--- src/rtl/tpwm_pkg.sv ---
// Package: shared field layout for the tick-driven PWM pair.
// Assumes a control field of 4 bits per channel, with start in the lowest bit.
package tpwm_pkg;
    localparam int unsigned FLD_W = 4;

    // Control field as seen by one channel; bit 0 is start
    typedef struct packed {
        logic od;     // bit 3: open-drain pad drive
        logic fh;     // bit 2: force data high
        logic oeb;    // bit 1: output enable, active low
        logic start;  // bit 0: run the counter
    } ctrl_fld_t;
endpackage

--- src/rtl/tpwm_counter.sv ---
// Module: tick counter with shadowed period/on-count and duty compare.
// Assumes tick_i is a single-cycle enable. The shadows track the inputs
// while the channel is stopped and reload only at the wrap while it runs.
module tpwm_counter #(
    parameter int unsigned CW = 8
) (
    input  logic          clk,
    input  logic          rst_n,
    input  logic          run_i,
    input  logic          tick_i,
    input  logic [CW-1:0] per_i,
    input  logic [CW-1:0] on_i,
    output logic          pwm_o
);
    logic [CW-1:0] cnt_q;
    logic [CW-1:0] per_q;
    logic [CW-1:0] on_q;
    logic          at_end;

    assign at_end = (cnt_q == per_q);

    // Counter: hold at zero when stopped; on a tick, step or wrap
    always_ff @(posedge clk) begin
        if (!rst_n) begin
            cnt_q <= '0;
        end else if (!run_i) begin
            cnt_q <= '0;
        end else if (tick_i) begin
            cnt_q <= at_end ? '0 : cnt_q + 1'b1;
        end
    end

    // Shadows: follow the inputs when stopped, reload at the period wrap
    always_ff @(posedge clk) begin
        if (!rst_n) begin
            per_q <= '0;
            on_q  <= '0;
        end else if (!run_i || (tick_i && at_end)) begin
            per_q <= per_i;
            on_q  <= on_i;
        end
    end

    // Duty compare: high for the first on_q counts of each period
    always_comb begin
        pwm_o = run_i && (cnt_q < on_q);
    end
endmodule

--- src/rtl/tpwm_padmux.sv ---
// Module: output select, force-high override and pad drive shaping.
// Purely combinational. Assumes the inputs come from registered state or from block inputs.
module tpwm_padmux (
    input  logic pwm_i,
    input  logic sq_i,
    input  logic sel_i,
    input  logic fh_i,
    input  logic od_i,
    input  logic oeb_i,
    output logic do_o,
    output logic oe_o
);
    // Data: force-high wins, otherwise the selected waveform
    always_comb begin
        if (fh_i) do_o = 1'b1;
        else      do_o = sel_i ? pwm_i : sq_i;
    end

    // Enable: open drain drives only a low; push-pull follows the enable bit
    always_comb begin
        oe_o = od_i ? ~do_o : ~oeb_i;
    end
endmodule

--- src/rtl/tpwm_pair.sv ---
// Top: NCH tick-driven PWM channels sharing one control word.
// Assumes per-channel control fields at a stride of FLD_W bits, and
// per-channel period and on-count slices of CW bits.
module tpwm_pair
    import tpwm_pkg::*;
#(
    parameter int unsigned NCH = 2,
    parameter int unsigned CW  = 8
) (
    input  logic                 clk,
    input  logic                 rst_n,
    input  logic [NCH-1:0]       tick_i,
    input  logic [NCH-1:0]       vf_sq_i,
    input  logic [FLD_W*NCH-1:0] ctrl_i,
    input  logic [NCH-1:0]       sel_i,
    input  logic [CW*NCH-1:0]    per_i,
    input  logic [CW*NCH-1:0]    on_i,
    output logic [NCH-1:0]       pad_do_o,
    output logic [NCH-1:0]       pad_oe_o
);
    for (genvar ch = 0; ch < NCH; ch++) begin : g_ch
        ctrl_fld_t fld;
        logic      pwm;

        assign fld = ctrl_fld_t'(ctrl_i[ch*FLD_W +: FLD_W]);

        tpwm_counter #(.CW(CW)) cnt_i (
            .clk    (clk),
            .rst_n  (rst_n),
            .run_i  (fld.start),
            .tick_i (tick_i[ch]),
            .per_i  (per_i[ch*CW +: CW]),
            .on_i   (on_i[ch*CW +: CW]),
            .pwm_o  (pwm)
        );

        tpwm_padmux mux_i (
            .pwm_i (pwm),
            .sq_i  (vf_sq_i[ch]),
            .sel_i (sel_i[ch]),
            .fh_i  (fld.fh),
            .od_i  (fld.od),
            .oeb_i (fld.oeb),
            .do_o  (pad_do_o[ch]),
            .oe_o  (pad_oe_o[ch])
        );
    end
endmodule

--- config.mk ---
export PLATFORM = sky130hd
export DESIGN_NAME = tpwm_pair
export DESIGN_NICKNAME = d
export VERILOG_FILES = /design/src/rtl/tpwm_pkg.sv /design/src/rtl/tpwm_counter.sv /design/src/rtl/tpwm_padmux.sv /design/src/rtl/tpwm_pair.sv
export SDC_FILE = /design/constraint.sdc
export NUM_CORES = 1
export LEC_CHECK = 0
export BUFFER_PORTS_ARGS = -buffer_cell sky130_fd_sc_hd__buf_2
export CAP_MARGIN = 20
export CORE_UTILIZATION = 55
export DETAILED_ROUTE_END_ITERATION = 10
export GPL_ROUTABILITY_DRIVEN = 0
export GPL_TIMING_DRIVEN = 0
export PLACE_DENSITY_LB_ADDON = 0.25
export SLEW_MARGIN = 20
export SYNTH_ARGS = -nofsm -noshare
export SYNTH_HDL_FRONTEND = slang
export SYNTH_SLANG_ARGS = --single-unit
--- constraint.sdc ---
create_clock -name clk -period 4 [get_ports clk]
set_input_delay 0.6 -clock clk [delete_from_list [all_inputs] [get_ports clk]]
set_output_delay 0.6 -clock clk [all_outputs]
set_load 0.03 [all_outputs]
==> results of run 1 <==
## critical path: stages, from the launching register on
cell and delay (ns):
dfxtp_1 0.46, ha_1 0.29, a211o_1 0.26, a21oi_1 0.10, o21ai_0 0.10, a41oi_1 0.30, o22ai_1 0.13, buf_4 0.14
buf_2 0.16
## area by class of cell
| cell class | instances | area [sq um] |
|---|---|---|
| fill | 386 | 1440 |
| multi-input combinational | 184 | 1430 |
| sequential | 48 | 961 |
| timing repair buffer | 50 | 250 |
| clock buffer | 6 | 82.6 |
| tap | 52 | 65.1 |
| buffer | 10 | 63.8 |
| inverter | 14 | 52.6 |
| clock inverter | 2 | 10.0 |
## cells by family after synthesis
logic type                 after synthesis
and+or+nand+nor                         88
DFF                                     48
muxes                                   34
xor gates and xnor gates                30
buffers and inverters                   24
AOI/OAI and AO/OA                       16
adders and majority gates               16
## power breakdown
group / internal (W) / total, W / leakage, nW / switching [W]
combinational: 0.0000857 / 0.000167 / 0.863 / 0.0000809
clock: 0.000138 / 0.000296 / 0.0510 / 0.000158
sequential: 0.000503 / 0.000519 / 0.394 / 0.0000168
## worst max-delay path by stage
stage                            from     endpoint  slack (ns)  depth (start not counted)
6_report       g_ch[1].cnt_i.cnt_q[5]  pad_oe_o[1]        1.15                          8
5_1_grt        g_ch[1].cnt_i.cnt_q[5]  pad_oe_o[1]        0.94                          8
4_1_cts        g_ch[1].cnt_i.cnt_q[5]  pad_oe_o[1]        1.13                          8
3_5_place_dp   g_ch[1].cnt_i.cnt_q[5]  pad_oe_o[1]        1.47                          8
3_3_place_gp   g_ch[1].cnt_i.cnt_q[5]  pad_oe_o[1]        1.51                          8
2_1_floorplan  g_ch[0].cnt_i.cnt_q[3]  pad_oe_o[0]        1.84                          7
## through the flow
step	instance area [sq um]	hold slack (ns)
floorplan	2500	0.483
global placement	2820	0.498
detailed placement	2820	0.505
CTS	2910	0.526
global route	2910	0.556
finish	2910	0.525
## cells in the mapped netlist (3+ instances only)
cell type	instances
buf_4	5
nand2_1	10
xnor2_1	20
ha_1	16
dfxtp_1	48
inv_1	14
nand3_1	5
or3_1	3
nand2b_1	4
clkbuf_1	4
mux2i_1	34
xor2_1	10
a21oi_1	4
nor2_1	18
o21ai_0	4
nor2b_1	34
nand4_1	6
## per-layer routing
metal  GRT usage [%]  vias to the layer above  share of wire, %
li1                -                      973                 -
met2            38.3                       41                52
met1            22.3                      869                42
met4            8.16                        0               2.1
met5               0                        -                 0
met3            4.07                       10               3.8
## state kept, by name, indices dropped and copies added (netlist names)
name	flops
g_ch.cnt_i.on_q	16
g_ch.cnt_i.per_q	16
g_ch.cnt_i.cnt_q	16
==> run metrics, run 1 <==
run status complete, no violations; worst slew pin tran 0.697 ns; total power per unit cell area 337 nW/um^2; final-report max-slew violation count 0; fin worst setup slack 1.15 ns; largest net degree at the start of global routing 15; Clock Pin Slew Worst Setup and Hold Paths 0.09 ns; clock tree buffer depth 2; Final nets ~380; Port-buffer cells 50; Inserted Clock Buffers 5; number of top-level pins 52; worst vdd ir 0.261 mV; global-route usage over all layers 20.5%; most frequent cells in the layout 50 x buf_2, 48 x dfxtp_1, 34 x nor2b_1, 34 x mux2i_1, 20 x xnor2_1; origin of the critical flop-to-flop path g_ch[0].cnt_i.cnt_q[2]; Avg Vias per Cell 5.17; Worst Hold End g_ch[1].cnt_i.on_q[7]; Power Total 0.000982 W; total routed wirelength 4530 um; cts repair resizes 0; final standard cell utilization of the core 66.9%; most common library cell in the layout ignoring fill and taps buf_2; Post-Syn Nets 320; Post-DRT Antenna Nets 0; portion of synthesized cell area occupied by the leading cell type about two fifths; final worst path period share 71.2%; per-instance average area after synthesis approximately 9.8 sq um; CP startpoint kind flop; top cells by area, synth dfxtp_1 38%, mux2i_1 14%, nor2b_1 8.5%; HPWL reported at the end of detailed placement 3570 um; peak fanout along the critical path 5; category of the worst setup path capture point output port; die area 4830 sq um; placed cell count 358; clock latency at the later pin of the worst-skew pair 0.29 ns; number of placement rows 24; static leakage approximately 1.3 nW; post-synth top area cell dfxtp_1; minimum clock period after layout 2.85 ns; area share of xor/xnor cells in the synthesized design 10.5%; number of search-and-repair iterations in the first detailed-routing pass 4; final routed wire length divided by cell count 12.4 um; accumulated negative setup slack 0 ns; via count of the routed design 1893; post-synthesis share of cell area spent on full adders, half adders and majority gates approximately 8%; post-synthesis compound-gate area fraction 5.44%; worst reg2reg path depth 6; Warnings, synthesis 0; distinct cell type count of the synthesized netlist 28; via count of the first global-routing pass 1916; count of endpoints failing hold in the final timing report 0; clock sink total 48; number of enable flip-flop cells after synthesis 0; wire length of the first global-routing pass roughly 7900 um; category of the most critical setup path flop to output port; Core Box Area 4350 sq um; worst-case setup slack after placement 1.47 ns; level count of the clock H-tree 2; Crit path arrival time approximately 2.3 ns; fraction of the mapped netlist area in simple logic gates between 10% and 20%; Max Clock Freq 351 MHz; Die X 69.5 um; share of synthesized area spent on multiplexers 13.6%; Slew Limit Headroom 53.4%; initial core utilization 57.5%; worst-case register-to-register setup slack 1.83 ns; r2r endpoint g_ch[0].cnt_i.on_q[1]; startpoint of the lowest-slack hold path g_ch[1].cnt_i.on_q[7]; cell at the root of the clock tree clkbuf_8; number of instances on the worst hold path 2; most instantiated flip-flop cell in the synthesis netlist dfxtp_1; chip height 69.5 um; number of hold buffers added after CTS 0; detailed-route DRC error count 0; Max Clock Skew 0.00449 ns; unrepaired setup endpoints after global routing false; fin cells 366; Async S/R FF share, synth 0%; area growth from synthesis to layout 16.3%; number of inserted diodes 0; Final setup viols 0; share of final-layout standard cells stronger than drive strength 1 21.7%; initial DRC count 24; max-capacitance violation count 0; total gr overflow 0; number of antenna violations at the first check in global routing 0; summed instance area of the synthesized netlist 2500 sq um; combinational family with the most area after synthesis simple AND/OR/NAND/NOR gates; WP data required 3.40 ns; Post-CTS Setup Bufs 0; sequential share of the synthesized area between 30% and 40%; Hold Crit Class flop to flop; Syn Inst Count 256; clock tree from TritonCTS yes; number of register bits inferred by synthesis 48
(Power assumes the default switching activity.)
==> run 2: changes to the inputs <==
--- a/config.mk
+++ b/config.mk
@@ -7,7 +7,7 @@
 export LEC_CHECK = 0
 export BUFFER_PORTS_ARGS = -buffer_cell sky130_fd_sc_hd__buf_2
 export CAP_MARGIN = 20
-export CORE_UTILIZATION = 55
+export CORE_UTILIZATION = 49
 export DETAILED_ROUTE_END_ITERATION = 10
 export GPL_ROUTABILITY_DRIVEN = 0
 export GPL_TIMING_DRIVEN = 0
==> constraint.sdc (replaced) <==
create_clock -name clk -period 2.4 [get_ports clk]
set_input_delay 0.36 -clock clk [delete_from_list [all_inputs] [get_ports clk]]
set_output_delay 0.36 -clock clk [all_outputs]
set_load 0.03 [all_outputs]
==> run 2 against run 1 <==
Net effect:
- die area grew 12%
- critical endpoint unchanged
- sequential power grew 67%
- largest cell class unchanged
- power grew 69%
- combinational power grew 78%
- via count grew 0.42%
- utilization shrank 3.4 points
- non-clock buffer count is the same
- global-route usage shrank 1.1 points
- final cell count grew 4.1%
- critical path depth grew 1
- first-iteration DRC count grew 88%
- clock power grew 68%
==> run metrics, run 2 (same netlist as run 1, synthesis figures left out) <==
run status complete, no violations (unchanged); clock tree buffer depth 2 (unchanged); initial DRC count 45 (was 24); number of instances on the worst hold path 3 (was 2); Max Clock Freq 429 MHz; peak fanout along the critical path 2 (was 5); wire length of the first global-routing pass 8020 um (was 7900 um); die area 5400 sq um (was 4830 sq um); most frequent cells in the layout 46 x buf_2, 34 x nor2b_1, 34 x mux2i_1 (was 50 x buf_2, 48 x dfxtp_1, 34 x nor2b_1, 34 x mux2i_1, 20 x xnor2_1); number of antenna violations at the first check in global routing 0 (unchanged); static leakage 1.33 nW (was 1.31 nW); worst hold slack after final layout 0.312 ns (was 0.525 ns); Final setup viols 0 (unchanged); worst vdd ir 0.371 mV (was 0.261 mV); Max Clock Skew 0.00427 ns (was 0.00449 ns); category of the worst setup path capture point output port (unchanged); WP data required 2.04 ns (was 3.40 ns); Clock Pin Slew Worst Setup and Hold Paths 0.08 ns (was 0.09 ns); Post-Place Cell Area 2840 sq um (was 2820 sq um); worst-case setup slack after placement 0.125 ns (was 1.47 ns); Post-DRT Antenna Nets 0 (unchanged); level count of the clock H-tree 2 (unchanged); total power per unit cell area 543 nW/um^2 (was 337 nW/um^2); via count of the routed design 1901 (was 1893); Crit path arrival time 1.97 ns (was 2.25 ns); number of top-level pins 52 (unchanged); HPWL reported at the end of detailed placement 3620 um (was 3570 um); total routed wirelength 4840 um (was 4530 um); total gr overflow 0 (unchanged); count of endpoints failing hold in the final timing report 0 (unchanged); Final nets 377 (unchanged); via count of the first global-routing pass 1880 (was 1916); cell at the root of the clock tree clkbuf_8 (unchanged); final routed wire length divided by cell count 12.7 um (was 12.4 um); filler cell count 450 (was 386); most common library cell in the layout ignoring fill and taps buf_2 (unchanged); Die X 73.5 um (was 69.5 um); detailed-route DRC error count 0 (unchanged); chip height 73.5 um (was 69.5 um); final worst path period share 97.2%; startpoint of the lowest-slack hold path on_i[2] (was g_ch[1].cnt_i.on_q[7]); Core Box Area 4820 sq um (was 4350 sq um); r2r endpoint g_ch[0].cnt_i.on_q[3] (was g_ch[0].cnt_i.on_q[1]); CP startpoint kind flop (unchanged); number of search-and-repair iterations in the first detailed-routing pass 4 (unchanged); worst slew pin tran 0.711 ns (was 0.697 ns); top flop regs g_ch.cnt_i.cnt_q (16), g_ch.cnt_i.on_q (16), g_ch.cnt_i.per_q (16) (unchanged); Inserted Clock Buffers 5 (unchanged); fin cells 381 (was 366); share of final-layout standard cells stronger than drive strength 1 30.6% (was 21.7%); placed cell count 373 (was 358); final-report max-slew violation count 0 (unchanged); Port-buffer cells 50 (unchanged); initial core utilization 52.0% (was 57.5%); origin of the critical flop-to-flop path g_ch[0].cnt_i.cnt_q[3] (was g_ch[0].cnt_i.cnt_q[2]); category of the most critical setup path flop to output port (unchanged); clock sink total 48 (unchanged); number of inserted diodes 0 (unchanged); final std cell area, no fill 3060 sq um (was 2910 sq um); global-route usage over all layers 19.4% (was 20.5%); number of placement rows 25 (was 24); Avg Vias per Cell 4.99 (was 5.17); area growth from synthesis to layout 22.2% (was 16.3%); largest net degree at the start of global routing 14 (was 15); clock tree from TritonCTS yes (unchanged); Hold Crit Class input pin to flop (was flop to flop); fin worst setup slack 0.0669 ns (was 1.15 ns); number of hold buffers added after CTS 0 (unchanged); Slew Limit Headroom 52.4% (was 53.4%); max-capacitance violation count 0 (unchanged); clock latency at the later pin of the worst-skew pair 0.30 ns (was 0.29 ns); worst-case register-to-register setup slack 0.23 ns (was 1.83 ns); worst reg2reg path depth 7 (was 6); minimum clock period after layout 2.33 ns; Worst Hold End g_ch[0].cnt_i.on_q[2] (was g_ch[1].cnt_i.on_q[7])
-- run 2: repair_timing --
item	CTS	global route
endpoints found under the setup margin	4	4
gates resized for setup	14	28
pin swaps	4	12
setup buffers	1	1
-- run 2: worst max-delay path: stages (launching register included) --
cell and delay (ns):
dfxtp_2 0.34, inv_2 0.04, ha_4 0.20, a211o_1 0.30, a21oi_2 0.12, o21ai_2 0.08
a41oi_2 0.21, o22ai_1 0.10, buf_4 0.13, buf_4 0.15
-- run 2: routing by layer --
layer / share of wire (%) / global-route usage [%]
met1: 45 / 22.0
met2: 50 / 35.7
met3: 3.3 / 3.43
met4: 1.7 / 7.69
met5: 0 / 0
-- run 2: stage by stage --
stage | power, W | utilization, % | setup TNS (ns)
2_1_floorplan | 0.00108 | - | 0
5_1_grt | 0.00174 | 63.5 | -0.0114
3_5_place_dp | 0.00117 | 58.9 | 0
6_report | 0.00166 | 63.5 | 0
4_1_cts | 0.00167 | 61.9 | 0
3_3_place_gp | 0.00116 | 58.9 | 0
-- run 2: where the power goes --
group	internal [W]	switching, W
Sequential	0.000837	0.0000286
Combinational	0.000153	0.000145
Clock	0.000235	0.000262
Total	0.00123	0.000435
-- run 2: worst max-delay path by stage --
stage | end | start | cells after the start | slack [ns]
after floorplan | pad_oe_o[0] | g_ch[0].cnt_i.cnt_q[3] | 7 | 0.48
after global placement | pad_oe_o[1] | g_ch[1].cnt_i.cnt_q[5] | 8 | 0.13
after detailed placement | pad_oe_o[1] | g_ch[1].cnt_i.cnt_q[5] | 8 | 0.12
after CTS | pad_oe_o[1] | g_ch[1].cnt_i.on_q[5] | 9 | 0.02
after global routing | pad_oe_o[1] | g_ch[1].cnt_i.on_q[5] | 9 | -0.01
final | pad_oe_o[1] | g_ch[1].cnt_i.on_q[5] | 9 | 0.07
-- run 2: cell type report --
type / instances / area, sq um / share of cell area (%)
Sequential cell: 48 / 987 / 32.3
Inverter: 14 / 52.6 / 1.72
Buffer: 8 / 48.8 / 1.59
Timing Repair Buffer: 52 / 287 / 9.36
Multi-Input combinational cell: 184 / 1510 / 49.4
Tap cell: 67 / 83.8 / 2.74
Clock buffer: 8 / 90.1 / 2.94
